`src/rtl/casc_counter_pkg.sv`:
```
package casc_counter_pkg;
  localparam int unsigned SLICE_W = 4;

  typedef logic [SLICE_W-1:0] slice_t;

  // Operation chosen at an edge; clear beats load beats count.
  typedef enum logic [1:0] {
    OP_HOLD  = 2'd0,
    OP_INC   = 2'd1,
    OP_LOAD  = 2'd2,
    OP_CLEAR = 2'd3
  } op_e;
endpackage

```
`src/rtl/casc_counter_op.sv`:
```
module casc_counter_op
  import casc_counter_pkg::*;
(
  input  logic clr_n,
  input  logic ld_n,
  input  logic en_p,
  input  logic en_t,
  output op_e  op
);
  always_comb begin
    if (!clr_n)           op = OP_CLEAR;
    else if (!ld_n)       op = OP_LOAD;
    else if (en_p && en_t) op = OP_INC;
    else                  op = OP_HOLD;
  end
endmodule

```
`src/rtl/casc_counter_slice.sv`:
```
module casc_counter_slice
  import casc_counter_pkg::*;
(
  input  logic   clk,
  input  logic   clr_n,
  input  logic   ld_n,
  input  logic   en_p,
  input  logic   en_t,
  input  slice_t din,
  output slice_t q,
  output logic   co
);
  op_e    op;
  slice_t q_nxt;
  logic   q_en;

  casc_counter_op u_op (
    .clr_n (clr_n),
    .ld_n  (ld_n),
    .en_p  (en_p),
    .en_t  (en_t),
    .op    (op)
  );

  // Next state and clock enable.
  always_comb begin
    q_nxt = q;
    q_en  = 1'b1;
    unique case (op)
      OP_CLEAR: q_nxt = '0;
      OP_LOAD:  q_nxt = din;
      OP_INC:   q_nxt = q + slice_t'(1);
      default:  q_en  = 1'b0;
    endcase
  end

  always_ff @(posedge clk) begin
    if (q_en) q <= q_nxt;
  end

  // Carry: combinational from T and the count; P is not involved.
  assign co = en_t & (&q);

  assert_clear_zero_R1: assert property (@(posedge clk)
    !clr_n |=> q == '0);
  assert_load_value_R2: assert property (@(posedge clk)
    (clr_n && !ld_n) |=> q == $past(din));
  assert_increment_R3: assert property (@(posedge clk)
    (clr_n && ld_n && en_p && en_t) |=> q == slice_t'($past(q) + slice_t'(1)));
  assert_hold_R4: assert property (@(posedge clk)
    (clr_n && ld_n && !(en_p && en_t)) |=> $stable(q));
  assert_carry_gated_R5: assert property (@(posedge clk)
    !en_t |-> !co);
  assert_carry_full_R5: assert property (@(posedge clk)
    co |-> (q == '1));
endmodule

```
`src/rtl/casc_counter.sv`:
```
module casc_counter
  import casc_counter_pkg::*;
#(
  parameter int unsigned STAGES = 3
) (
  input  logic                        clk,
  input  logic                        clr_n,
  input  logic                        ld_n,
  input  logic                        en_p,
  input  logic                        en_t,
  input  logic [SLICE_W*STAGES-1:0]   load_val,
  output logic [SLICE_W*STAGES-1:0]   count,
  output logic                        carry_out
);
  localparam int unsigned TOTAL_W = SLICE_W * STAGES;

  logic [STAGES:0] t_chain;

  assign t_chain[0] = en_t;

  for (genvar s = 0; s < STAGES; s++) begin : g_stage
    slice_t q_s;

    casc_counter_slice u_slice (
      .clk   (clk),
      .clr_n (clr_n),
      .ld_n  (ld_n),
      .en_p  (en_p),
      .en_t  (t_chain[s]),
      .din   (load_val[s*SLICE_W +: SLICE_W]),
      .q     (q_s),
      .co    (t_chain[s+1])
    );

    assign count[s*SLICE_W +: SLICE_W] = q_s;
  end

  assign carry_out = t_chain[STAGES];

  assert_chain_carry_R5: assert property (@(posedge clk)
    carry_out |-> (en_t && count == '1));
  assert_chain_increment_R8: assert property (@(posedge clk)
    (clr_n && ld_n && en_p && en_t) |=>
      count == TOTAL_W'($past(count) + TOTAL_W'(1)));
  assert_chain_wrap_R9: assert property (@(posedge clk)
    (clr_n && ld_n && en_p && en_t && count == '1) |=> (count == '0 && !carry_out));
endmodule

```
`config.mk`:
```
export PLATFORM = sky130hd
export DESIGN_NAME = casc_counter
export DESIGN_NICKNAME = d
export VERILOG_FILES = /design/src/rtl/casc_counter_pkg.sv /design/src/rtl/casc_counter_op.sv /design/src/rtl/casc_counter_slice.sv /design/src/rtl/casc_counter.sv
export SDC_FILE = /design/constraint.sdc
export NUM_CORES = 1
export LEC_CHECK = 0
export BUFFER_PORTS_ARGS = -buffer_cell sky130_fd_sc_hd__buf_2
export CORE_MARGIN = 4
export CORE_UTILIZATION = 30
export CTS_CLUSTER_SIZE = 24
export DETAILED_ROUTE_END_ITERATION = 10
export SETUP_SLACK_MARGIN = 0.1
export SLEW_MARGIN = 20
export SYNTH_ARGS = -nofsm -noshare
export SYNTH_HDL_FRONTEND = slang
export SYNTH_HIERARCHICAL = 1
export SYNTH_SLANG_ARGS = --single-unit
```
`constraint.sdc`:
```
create_clock -name clk -period 4.8 [get_ports clk]
set_input_delay 0.48 -clock clk [delete_from_list [all_inputs] [get_ports clk]]
set_output_delay 0.48 -clock clk [all_outputs]
set_load 0.005 [all_outputs]
```
==> summary.md, run 1 <==
| Metric | Value |
|---|---|
| Top FF cell, synth | edfxtp_1 |
| Top flop regs | g_stage.u_slice/q (12) |
| Part of the Yosys area used for sequential elements | between 40% and 50% |
| Vias | 742 |
| Area growth syn-to-layout | 23.81% |
| Cts repair resizes | 0 |
| Max-cap violations | 0 |
| Routed Antenna Nets | 0 |
| CTS Buf Count | 3 |
| # setup viols final | 0 |
| Area of all sequential standard cells | 360.3 um^2 |
| Area of the multi-input gates | roughly 470 um^2 |
| GPL Wtd Cong | between 0.7 and 0.8 |
| Port Buf Inserts | 29 |
| Drt first-iter violations | 21 |
| HPWL Detailed | 1603 um |
| Top-area cell type share of the netlist area | approximately two fifths |
| Clock transition at the registers of the reported paths | approximately 70 ps |
| Via/cell ratio | 5.048 |
| Filler cells | 287 |
| Chip height | 61.76 um |
| Nets | 147 |
| Min-Delay Startpoint | load_val[3] |
| Warnings, synthesis | 6 |
| Share of the clock period used by the worst path | 46.70% |
| Hold_buf cts | 0 |
| Largest register FFs | 12 |
| Worst reg2reg path depth | 9 |
| Post-synthesis cell area | 867.1 um^2 |
| Setup TNS | 0 ps |
| Ys async rst share | 0% |
| Number of global-route vias before repair | between 700 and 800 |
| Multiplexer share of the synthesized area | 0% |
| Die W | 61.76 um |
| Hold Path Depth | 3 |
| Row count | 19 |
| Slew @ Worst Pin | 202.8 ps |
| Cell count after synthesis | 84 |
| DR pass1 iterations | 4 |
| PwrDens | between 200 and 250 nW/um^2 |
| Antenna diode count | 0 |
| Critical path launch point type | flip-flop |
| Largest family of logic cells by synthesized area | simple AND/OR/NAND/NOR gates |
| Mean Syn Cell Area | 10.32 um^2 |
| CTS sink cnt | 12 |
| CP Capture Type | output pin |
| Peak supply drop | around 0.17 mV |
| Share of cells above drive strength 1 | 30.17% |
| Worst EP required | approximately 4300 ps |
| Synth cell types | 14 |
| Synth Area in Adders | 17.32% |
| Hold path endpoint | g_stage[0].u_slice/q[3]$_DFFE_PP_ |
| Synth area leader | edfxtp_1 |
| R2R Setup Slk | 2660 ps |
| Clock Root Buffer | clkbuf_4 |
| Minimum clock period | about 2200 ps |
| Synth Area in XOR/XNOR | a little over 3% |
| Fin Clk Skew | ~2.3 ps |
| Starting density of the core | a little under a third |
| Total GRT Usage | 11.02% |
| H-tree levels | 1 |
| Initial antenna violation count | 0 |
| Hold Crit Class | primary input to flip-flop |
| Core area | 2758 um^2 |
| Pin count of the biggest net entering global routing | 7 |
| Fraction of the mapped netlist area in compound gates | 10.39% |
| Top cells by area, synth | edfxtp_1, ha_1, nand3_1, a22oi_1, nor2b_1 |
| RSZ-0062 raised after global routing | false |
| Simple-gate portion of the synthesized area | 23.81% |
| CTS tree | done |
| Reg2Reg Launch Point | g_stage[0].u_slice/q[1]$_DFFE_PP_ |
| Worst setup margin | 2558 ps |
| Die area | roughly 3800 um^2 |
| First-pass GRT wire length | 3001 um |
| Clock Tree Buf Depth | 2 |
| I/O pin count | 30 |
| CP max FO | 4 |
| Grt ovf | 0 |
| Largest Register | g_stage.u_slice/q |
| Max Clk Rate | 0.4461 GHz |
| Post-CTS setup buffers | 0 |
| Skew-Pair Late Insertion Delay | 270 ps |
| Most frequent cells after synthesis | edfxtp_1, ha_1, inv_1, nand2_1, nand3_1 |
| RR Endpoint | g_stage[2].u_slice/q[3]$_DFFE_PP_ |
| Post-synth EDFFs | 12 |
| Fin. Hold Viols | 0 |
| WL/cell | approximately 13 um |
| Yosys reg bits | 12 |
| Crit path DAT | 1760 ps |
| Routed WL | 1899 um |
| Rel. slew slack | 86.42% |
| Type of the worst setup path | flip-flop to output pin |
| DR DRC count | 0 |
| Final Max Slew Viols | 0 |
| Post-placement setup slack | 2682 ps |
| Leakage Power | 0.5275 nW |
| Syn_nets | 113 |
| Status | finished, final reports clean |
## how the worst max path moves through the flow
stage / startpoint / endpoint / slack (ps) / cells after the start
6_report: g_stage[0].u_slice/q[0]$_DFFE_PP_ / carry_out / 2560 / 5
3_3_place_gp: en_t / g_stage[2].u_slice/q[3]$_DFFE_PP_ / 2780 / 9
5_1_grt: g_stage[0].u_slice/q[0]$_DFFE_PP_ / carry_out / 2460 / 5
4_1_cts: g_stage[0].u_slice/q[0]$_DFFE_PP_ / carry_out / 2540 / 5
2_1_floorplan: g_stage[0].u_slice/q[0]$_DFFE_PP_ / g_stage[2].u_slice/q[3]$_DFFE_PP_ / 2860 / 9
3_5_place_dp: g_stage[0].u_slice/q[1]$_DFFE_PP_ / g_stage[2].u_slice/q[3]$_DFFE_PP_ / 2680 / 9
## metrics by stage
stage,utilization (%),hold WS (ps),area [um^2],total power [mW],instances
floorplan,-,628.8,867.1,0.1631,84
global placement,38.11,634.7,1051,0.1864,144
detailed placement,38.11,649.8,1051,0.1876,144
CTS,38.93,525.1,1074,0.2513,147
global route,38.93,532.4,1074,0.2679,147
finish,38.93,535.5,1074,0.2458,147
## placed cells by master, fill, tap and decap left out, types with 6 or more instances in the layout
cell type and instances:
buf_2 29, inv_1 9, a22oi_1 6, nand2_1 9
nand3_1 9, nor2b_1 6, ha_1 12, edfxtp_1 12
## power breakdown
group / internal (mW) / switching [mW] / leakage [nW] / total, mW
sequential: 0.126 / 0.00868 / 0.138 / 0.134
combinational: 0.0251 / 0.0250 / 0.375 / 0.0502
clock: 0.0290 / 0.0323 / 0.0138 / 0.0613
## routing by layer
| layer | part of all wire (%) | GRT usage [%] | vias to the layer above | wire length (um) |
|---|---|---|---|---|
| li1 | - | - | 373 | - |
| met3 | 9.2 | 4.959 | 2 | 175 |
| met2 | 49 | 18.68 | 27 | 927 |
| met5 | 0 | 0 | - | 0 |
| met4 | 0.58 | 3.636 | 0 | 11 |
| met1 | 41 | 12.31 | 340 | 785 |
## cell type report
class	instances	share of cell area (%)
clock buffer	3	2.098
timing repair buffer	29	13.52
sequential	12	33.57
tap	31	3.613
multi-input combinational	63	44.06
inverter	9	3.147
## critical path, cell delays in order, from the launching register on
cell and delay (ps):
edfxtp_1 440, ha_1 250, and4_2 200, and4_2 250, and4_2 230, buf_2 120
## cells by family (layout without fill, tap and decap cells)
| logic type | count (synthesis) | count (layout) |
|---|---|---|
| AOI/OAI and AO/OA | 12 | 12 |
| xor gates and xnor gates | 3 | 3 |
| adders and majority gates | 12 | 12 |
| buffers and inverters | 9 | 41 |
| DFF | 12 | 12 |
| and+or+nand+nor | 36 | 36 |
No activity file was read; power rests on OpenSTA's default activity.
==> inputs of run 2 (changes only) <==
--- a/config.mk
+++ b/config.mk
@@ -5,6 +5,7 @@
 export SDC_FILE = /design/constraint.sdc
 export NUM_CORES = 1
 export LEC_CHECK = 0
+export ABC_AREA = 1
 export BUFFER_PORTS_ARGS = -buffer_cell sky130_fd_sc_hd__buf_2
 export CORE_MARGIN = 4
 export CORE_UTILIZATION = 30
==> constraint.sdc (replaced) <==
create_clock -name clk -period 2.1 [get_ports clk]
set_input_delay 0.21 -clock clk [delete_from_list [all_inputs] [get_ports clk]]
set_output_delay 0.21 -clock clk [all_outputs]
set_load 0.005 [all_outputs]
==> summary.md, run 2 <==
| Metric | Value |
|---|---|
| Cells along the critical path | ha_2 -> nand2_2 -> nor2_4 -> nand2_1 -> nor2_2 -> nand3_2 -> nand2_2 -> inv_1 -> ha_1 -> inv_2 -> a21oi_1 |
| Number of global-route vias before repair | 809 |
| Clock Tree Buf Depth | 2 |
| Max Clk Rate | 0.5393 GHz |
| CTS sink cnt | 12 |
| Fin. Hold Viols | 0 |
| Row count | 19 |
| Type of the worst setup path | flip-flop to flip-flop |
| HPWL Detailed | 1663 um |
| Die W | 62.23 um |
| Routed WL | 2011 um |
| Drt first-iter violations | 34 |
| Routed Antenna Nets | 0 |
| Clock transition at the registers of the reported paths | 70 ps |
| Die area | 3872 um^2 |
| Yosys reg bits | 12 |
| DR DRC count | 0 |
| Hold Crit Class | primary input to flip-flop |
| Dpl cells | ~170 |
| CP max FO | 4 |
| Placed standard-cell area | 1066 um^2 |
| Commonest non-fill, non-tap cell in the layout | buf_2 |
| Initial antenna violation count | 0 |
| Via/cell ratio | 4.625 |
| Crit-path max cell delay | 360 ps |
| Antenna diode count | 0 |
| Fin Clk Skew | roughly 7.0 ps |
| Worst EP required | between 2000 and 2500 ps |
| Peak supply drop | between 0.2 and 0.3 mV |
| Hold_buf cts | 0 |
| Total chip power | 576.0 uW |
| CTS Buf Count | 3 |
| Grt ovf | 0 |
| R2R Setup Slk | around 250 ps |
| Setup TNS | 0 ps |
| Max-cap violations | 0 |
| Top cells by area, synth | edfxtp_1, ha_1, nand2_1, inv_1, nand3_1 |
| I/O pin count | 30 |
| Minimum clock period | 1854 ps |
| Leakage Power | about 0.58 nW |
| Synth area leader | edfxtp_1 |
| Chip height | roughly 62 um |
| Part of the Yosys area used for sequential elements | 40.85% |
| Crit path DAT | between 1500 and 2000 ps |
| Skew-Pair Late Insertion Delay | between 200 and 300 ps |
| Port Buf Inserts | 29 |
| Warnings, synthesis | 6 |
| Top FF cell, synth | edfxtp_1 |
| Most frequent cells after synthesis | nand2_1, inv_1, edfxtp_1, ha_1, nor2_1 |
| Starting density of the core | 31.71% |
| Share of cells above drive strength 1 | 36.55% |
| GPL Wtd Cong | 0.8113 |
| H-tree levels | 1 |
| Largest register FFs | 12 |
| Top-area cell type share of the netlist area | 40.85% |
| CTS tree | done |
| Layout Utilization | 42.06% |
| Final Max Slew Viols | 0 |
| Ys async rst share | 0% |
| CP Capture Type | flip-flop |
| Syn_nets | 137 |
| Core area | 2781 um^2 |
| Mean Syn Cell Area | 8.168 um^2 |
| Vias | 814 |
| Nets | 176 |
| Most frequent cells in the layout | buf_2, nand2_1, inv_1 |
| Critical path launch point type | flip-flop |
| Total GRT Usage | 10.50% |
| Rel. slew slack | 87.37% |
| Top flop regs | g_stage.u_slice/q (12) |
| Share of the clock period used by the worst path | 88.31% |
| Cell mode on critical path | nand2_2 |
| Count of non-filler cells in the finished layout | around 180 |
| Area growth syn-to-layout | 32.62% |
| Slowest-stage cell, CP | edfxtp_1 |
| PwrDens | 492.3 nW/um^2 |
| Post-synthesis cell area | slightly below 900 um^2 |
| DR pass1 iterations | 4 |
| Post-synth EDFFs | 12 |
| Status | finished, final reports clean |
| First-pass GRT wire length | about 3400 um |
| # setup viols final | 0 |
| Top-count cell post-synth | nand2_1 |
| Largest Register | g_stage.u_slice/q |
| RSZ-0062 raised after global routing | false |
| Pin count of the biggest net entering global routing | 7 |
| Synth cell types | 11 |
| Slew @ Worst Pin | 189.5 ps |
| Final instance area | 1170 um^2 |
| Cell count after synthesis | 108 |
| WL/cell | between 10 and 15 um |
| Clock Root Buffer | clkbuf_4 |
==> run 2: cell count changes in the layout (fill, tap and decap cells not counted), sizes merged, moves of 5 or more <==
cell and delta:
nand2 +21, nor2 +12, a21oi +9, inv +9, a22oi -6, nor2b -6, buf +5
==> run 2: critical path: cells and delay by family, from the launching register on <==
kind / cells / cell delay (ps)
adder cells (fa/ha/maj): 2 / 490
AND/OR/NAND/NOR: 6 / 550
buffers and inverters: 2 / 160
AO/OA/AOI/OAI: 1 / 50
flip-flops: 1 / 360
==> run 2: metrics by stage <==
| stage | setup slack, ps | hold slack, ps |
|---|---|---|
| 2_1_floorplan | 293.2 | 428.7 |
| 3_3_place_gp | 234.7 | 526.9 |
| 3_5_place_dp | 90.67 | 533.6 |
| 4_1_cts | 162.3 | 250.1 |
| 5_1_grt | 104.0 | 247.1 |
| 6_report | 245.6 | 263.8 |
==> run 2: area by class of cell <==
class                      count  area, um^2
tap                           31       38.79
inverter                      18       67.56
fill                         283        1612
multi-input combinational     78       498.0
clock buffer                   3       22.52
sequential                    12       360.3
timing repair buffer          34       182.7
==> run 2: logic make-up (layout without fill, tap and decap cells) <==
logic type	Yosys count	count (layout)	synth area share [%]
buf+inv	18	55	7.659
compound gates	12	12	9.363
fa+ha+maj	12	12	17.02
flops	12	12	40.85
simple gates	54	54	25.11
==> run 2: worst paths after layout <==
path                                                         from                           endpoint  cells after the start
worst max register to register  g_stage[0].u_slice/q[0]$_DFFE_PP_  g_stage[2].u_slice/q[2]$_DFFE_PP_                     11
worst min-delay path                                  load_val[0]  g_stage[0].u_slice/q[0]$_DFFE_PP_                      3
worst max-delay path            g_stage[0].u_slice/q[0]$_DFFE_PP_  g_stage[2].u_slice/q[2]$_DFFE_PP_                     11
worst min register to register  g_stage[2].u_slice/q[2]$_DFFE_PP_  g_stage[2].u_slice/q[2]$_DFFE_PP_                      3
==> run 2: what timing repair did <==
action	4_1_cts	5_1_grt
pin swaps	0	5
resized for setup	0	12
setup buffers	2	3
setup endpoints to repair	4	8
cloned	0	0
hold endpoints to repair	0	0
==> run 2: layer usage <==
layer / wire, um / track usage, % / up-vias
li1: - / - / 429
met1: 921 / 13.24 / 362
met2: 966 / 17.23 / 21
met3: 114 / 3.964 / 2
met4: 8 / 1.626 / 0
met5: 0 / 0 / -
==> run 2: report_power, final <==
| group | switching [mW] | total, mW | internal, mW |
|---|---|---|---|
| registers | 0.0227 | 0.310 | 0.287 |
| logic | 0.0699 | 0.133 | 0.0634 |
| clock network | 0.0665 | 0.133 | 0.0662 |
==> inputs of run 3 (changes only) <==
--- a/config.mk
+++ b/config.mk
@@ -11,9 +11,9 @@
 export CORE_UTILIZATION = 30
 export CTS_CLUSTER_SIZE = 24
 export DETAILED_ROUTE_END_ITERATION = 10
+export REMOVE_ABC_BUFFERS = 1
 export SETUP_SLACK_MARGIN = 0.1
 export SLEW_MARGIN = 20
 export SYNTH_ARGS = -nofsm -noshare
 export SYNTH_HDL_FRONTEND = slang
-export SYNTH_HIERARCHICAL = 1
 export SYNTH_SLANG_ARGS = --single-unit
==> summary.md, run 3 <==
| Metric | Value |
|---|---|
| Cell count after synthesis | 90 |
| Minimum clock period | 1761 ps |
| Synth area leader | edfxtp_1 |
| Fin Clk Skew | 2.456 ps |
| Drt first-iter violations | 10 |
| Warnings, synthesis | 0 |
| CP Capture Type | flip-flop |
| Top-count cell post-synth | nand2_1 |
| Critical path launch point type | flip-flop |
| Hold_buf cts | 0 |
| Fin. Hold Viols | 0 |
| Hold Path Depth | 3 |
| Die W | between 50 and 60 um |
| Mean Syn Cell Area | 8.745 um^2 |
| Share of the clock period used by the worst path | 83.87% |
| Min-Delay Startpoint | load_val[11] |
| Post-CTS setup buffers | 0 |
| Nets | 148 |
| Type of the worst setup path | flip-flop to flip-flop |
| Antenna diode count | 0 |
| Largest family of logic cells by synthesized area | simple AND/OR/NAND/NOR gates |
| Skew-Pair Late Insertion Delay | 270 ps |
| Peak supply drop | 0.3092 mV |
| Top flop regs | g_stage.u_slice.q (12) |
| Via/cell ratio | roughly 4.8 |
| Setup TNS | 0 ps |
| Share of cells above drive strength 1 | roughly a third |
| Most frequent cells in the layout | buf_2, nand2_1, nand3_1, edfxtp_1, inv_1 |
| CTS Buf Count | 3 |
| Leakage Power | 0.4938 nW |
| Max Clk Rate | 0.5678 GHz |
| DR DRC count | 0 |
| Die area | 3507 um^2 |
| Simple-gate portion of the synthesized area | 32.27% |
| Crit path DAT | approximately 1800 ps |
| Layout Utilization | 39.99% |
| Slew @ Worst Pin | 213.7 ps |
| Row count | 18 |
| RR Endpoint | g_stage[1].u_slice.q[0]$_DFFE_PP_ |
| # setup viols final | 0 |
| Ys async rst share | 0% |
| GPL Wtd Cong | 0.7715 |
| Post-synth EDFFs | 12 |
| R2R Setup Slk | around 340 ps |
| Post-synthesis cell area | 787.0 um^2 |
| Largest register FFs | 12 |
| CP max FO | 5 |
| Top-area cell type share of the netlist area | 45.79% |
| Rel. slew slack | 85.72% |
| RSZ-0062 raised after global routing | false |
| First-pass GRT wire length | 3001 um |
| Synth Area in Adders | around a tenth |
| Routed Antenna Nets | 0 |
| Routed WL | roughly 1800 um |
| Number of global-route vias before repair | 701 |
| Largest Register | g_stage.u_slice.q |
| Synth Area in XOR/XNOR | approximately 1.1% |
| PwrDens | 547.1 nW/um^2 |
| Status | finished, final reports clean |
| H-tree levels | 1 |
| Pin count of the biggest net entering global routing | 9 |
| Most frequent cells after synthesis | nand2_1, edfxtp_1, nand3_1 |
| Commonest non-fill, non-tap cell in the layout | buf_2 |
| Hold Crit Class | primary input to flip-flop |
| WL/cell | 11.89 um |
| Yosys reg bits | 12 |
| Worst reg2reg path depth | 9 |
| Critical path launch point | g_stage[0].u_slice.q[0]$_DFFE_PP_ |
| Total GRT Usage | 11.45% |
| Multiplexer share of the synthesized area | 0% |
| Clock Tree Buf Depth | 2 |
| CTS sink cnt | 12 |
| Top FF cell, synth | edfxtp_1 |
| I/O pin count | 30 |
| Fraction of the mapped netlist area in compound gates | between 6 and 7% |
| Synth cell types | 17 |
| CTS tree | done |
| Reg2Reg Launch Point | g_stage[0].u_slice.q[0]$_DFFE_PP_ |
| DR pass1 iterations | 4 |
| Cts repair resizes | 0 |
| Hold path endpoint | g_stage[2].u_slice.q[3]$_DFFE_PP_ |
| Core area | 2500 um^2 |
| Port Buf Inserts | 29 |
| Grt ovf | 0 |
| Clock transition at the registers of the reported paths | approximately 70 ps |
| Starting density of the core | 31.48% |
| Part of the Yosys area used for sequential elements | between 40% and 50% |
| Top cells by area, synth | edfxtp_1, nand2_1, ha_1, nand3_1, inv_1 |
| HPWL Detailed | 1485 um |
| Clock Root Buffer | clkbuf_4 |
| Final Max Slew Viols | 0 |
| Initial antenna violation count | 0 |
| Worst EP required | roughly 2100 ps |
| Max-cap violations | 0 |
| Chip height | 59.22 um |
| Area growth syn-to-layout | 27.03% |
| Vias | around 740 |
run 3: stage by stage:
stage / cell area [um^2] / total power, mW / cells / hold WS, ps / worst slack (ps)
4_1_cts: 999.7 / 0.5583 / 153 / 201.6 / 324.9
3_3_place_gp: 977.2 / 0.4108 / 150 / 486.3 / 419.7
2_1_floorplan: 787.0 / 0.3591 / 90 / 395.9 / 476.5
3_5_place_dp: 977.2 / 0.4134 / 150 / 492.5 / 358.4
5_1_grt: 999.7 / 0.5869 / 153 / 206.3 / 198.6
6_report: 999.7 / 0.5470 / 153 / 210.6 / 338.8
run 3: worst max path at each step:
stage,end,slack [ps],cells after the start
after global placement,g_stage[1].u_slice.q[0]$_DFFE_PP_,420,9
after CTS,g_stage[1].u_slice.q[0]$_DFFE_PP_,320,9
after global routing,g_stage[1].u_slice.q[2]$_DFFE_PP_,200,10
after floorplan,g_stage[1].u_slice.q[0]$_DFFE_PP_,480,9
after detailed placement,g_stage[1].u_slice.q[0]$_DFFE_PP_,360,9
final,g_stage[1].u_slice.q[0]$_DFFE_PP_,340,9
run 3: routing by layer:
metal  track usage (%)  up-vias  routed length, um
met2             18.25       28                842
li1                  -      379                  -
met5                 0        -                  0
met3             5.011        0                134
met1             14.50      330                842
met4             1.942        0                  0
run 3: area by class of cell:
cell class	instances	area [um^2]
clock buffer	3	22.52
fill	259	1500
inverter	9	33.78
multi-input combinational	69	392.9
sequential	12	360.3
tap	30	37.54
timing repair buffer	30	152.6
run 3: critical path, cell delays in order (launching register included):
cell and delay (ps):
edfxtp_1 430, ha_1 190, nand2_1 80, nor2_2 130, nand4_1 90, nand2_1 90
inv_1 60, ha_1 250, a2bb2oi_1 150, nor2_1 50
run 3: report_power, final:
| part | switching [mW] | total (mW) | internal, mW |
|---|---|---|---|
| clock | 0.0740 | 0.140 | 0.0663 |
| combinational | 0.0516 | 0.0973 | 0.0456 |
| sequential | 0.0227 | 0.309 | 0.287 |
run 3: cells by family after synthesis:
| logic type | Yosys count |
|---|---|
| AO/OA/AOI/OAI | 9 |
| XOR/XNOR | 1 |
| adder cells (fa/ha/maj) | 6 |
| buffers and inverters | 9 |
| flip-flops | 12 |
| AND/OR/NAND/NOR | 53 |
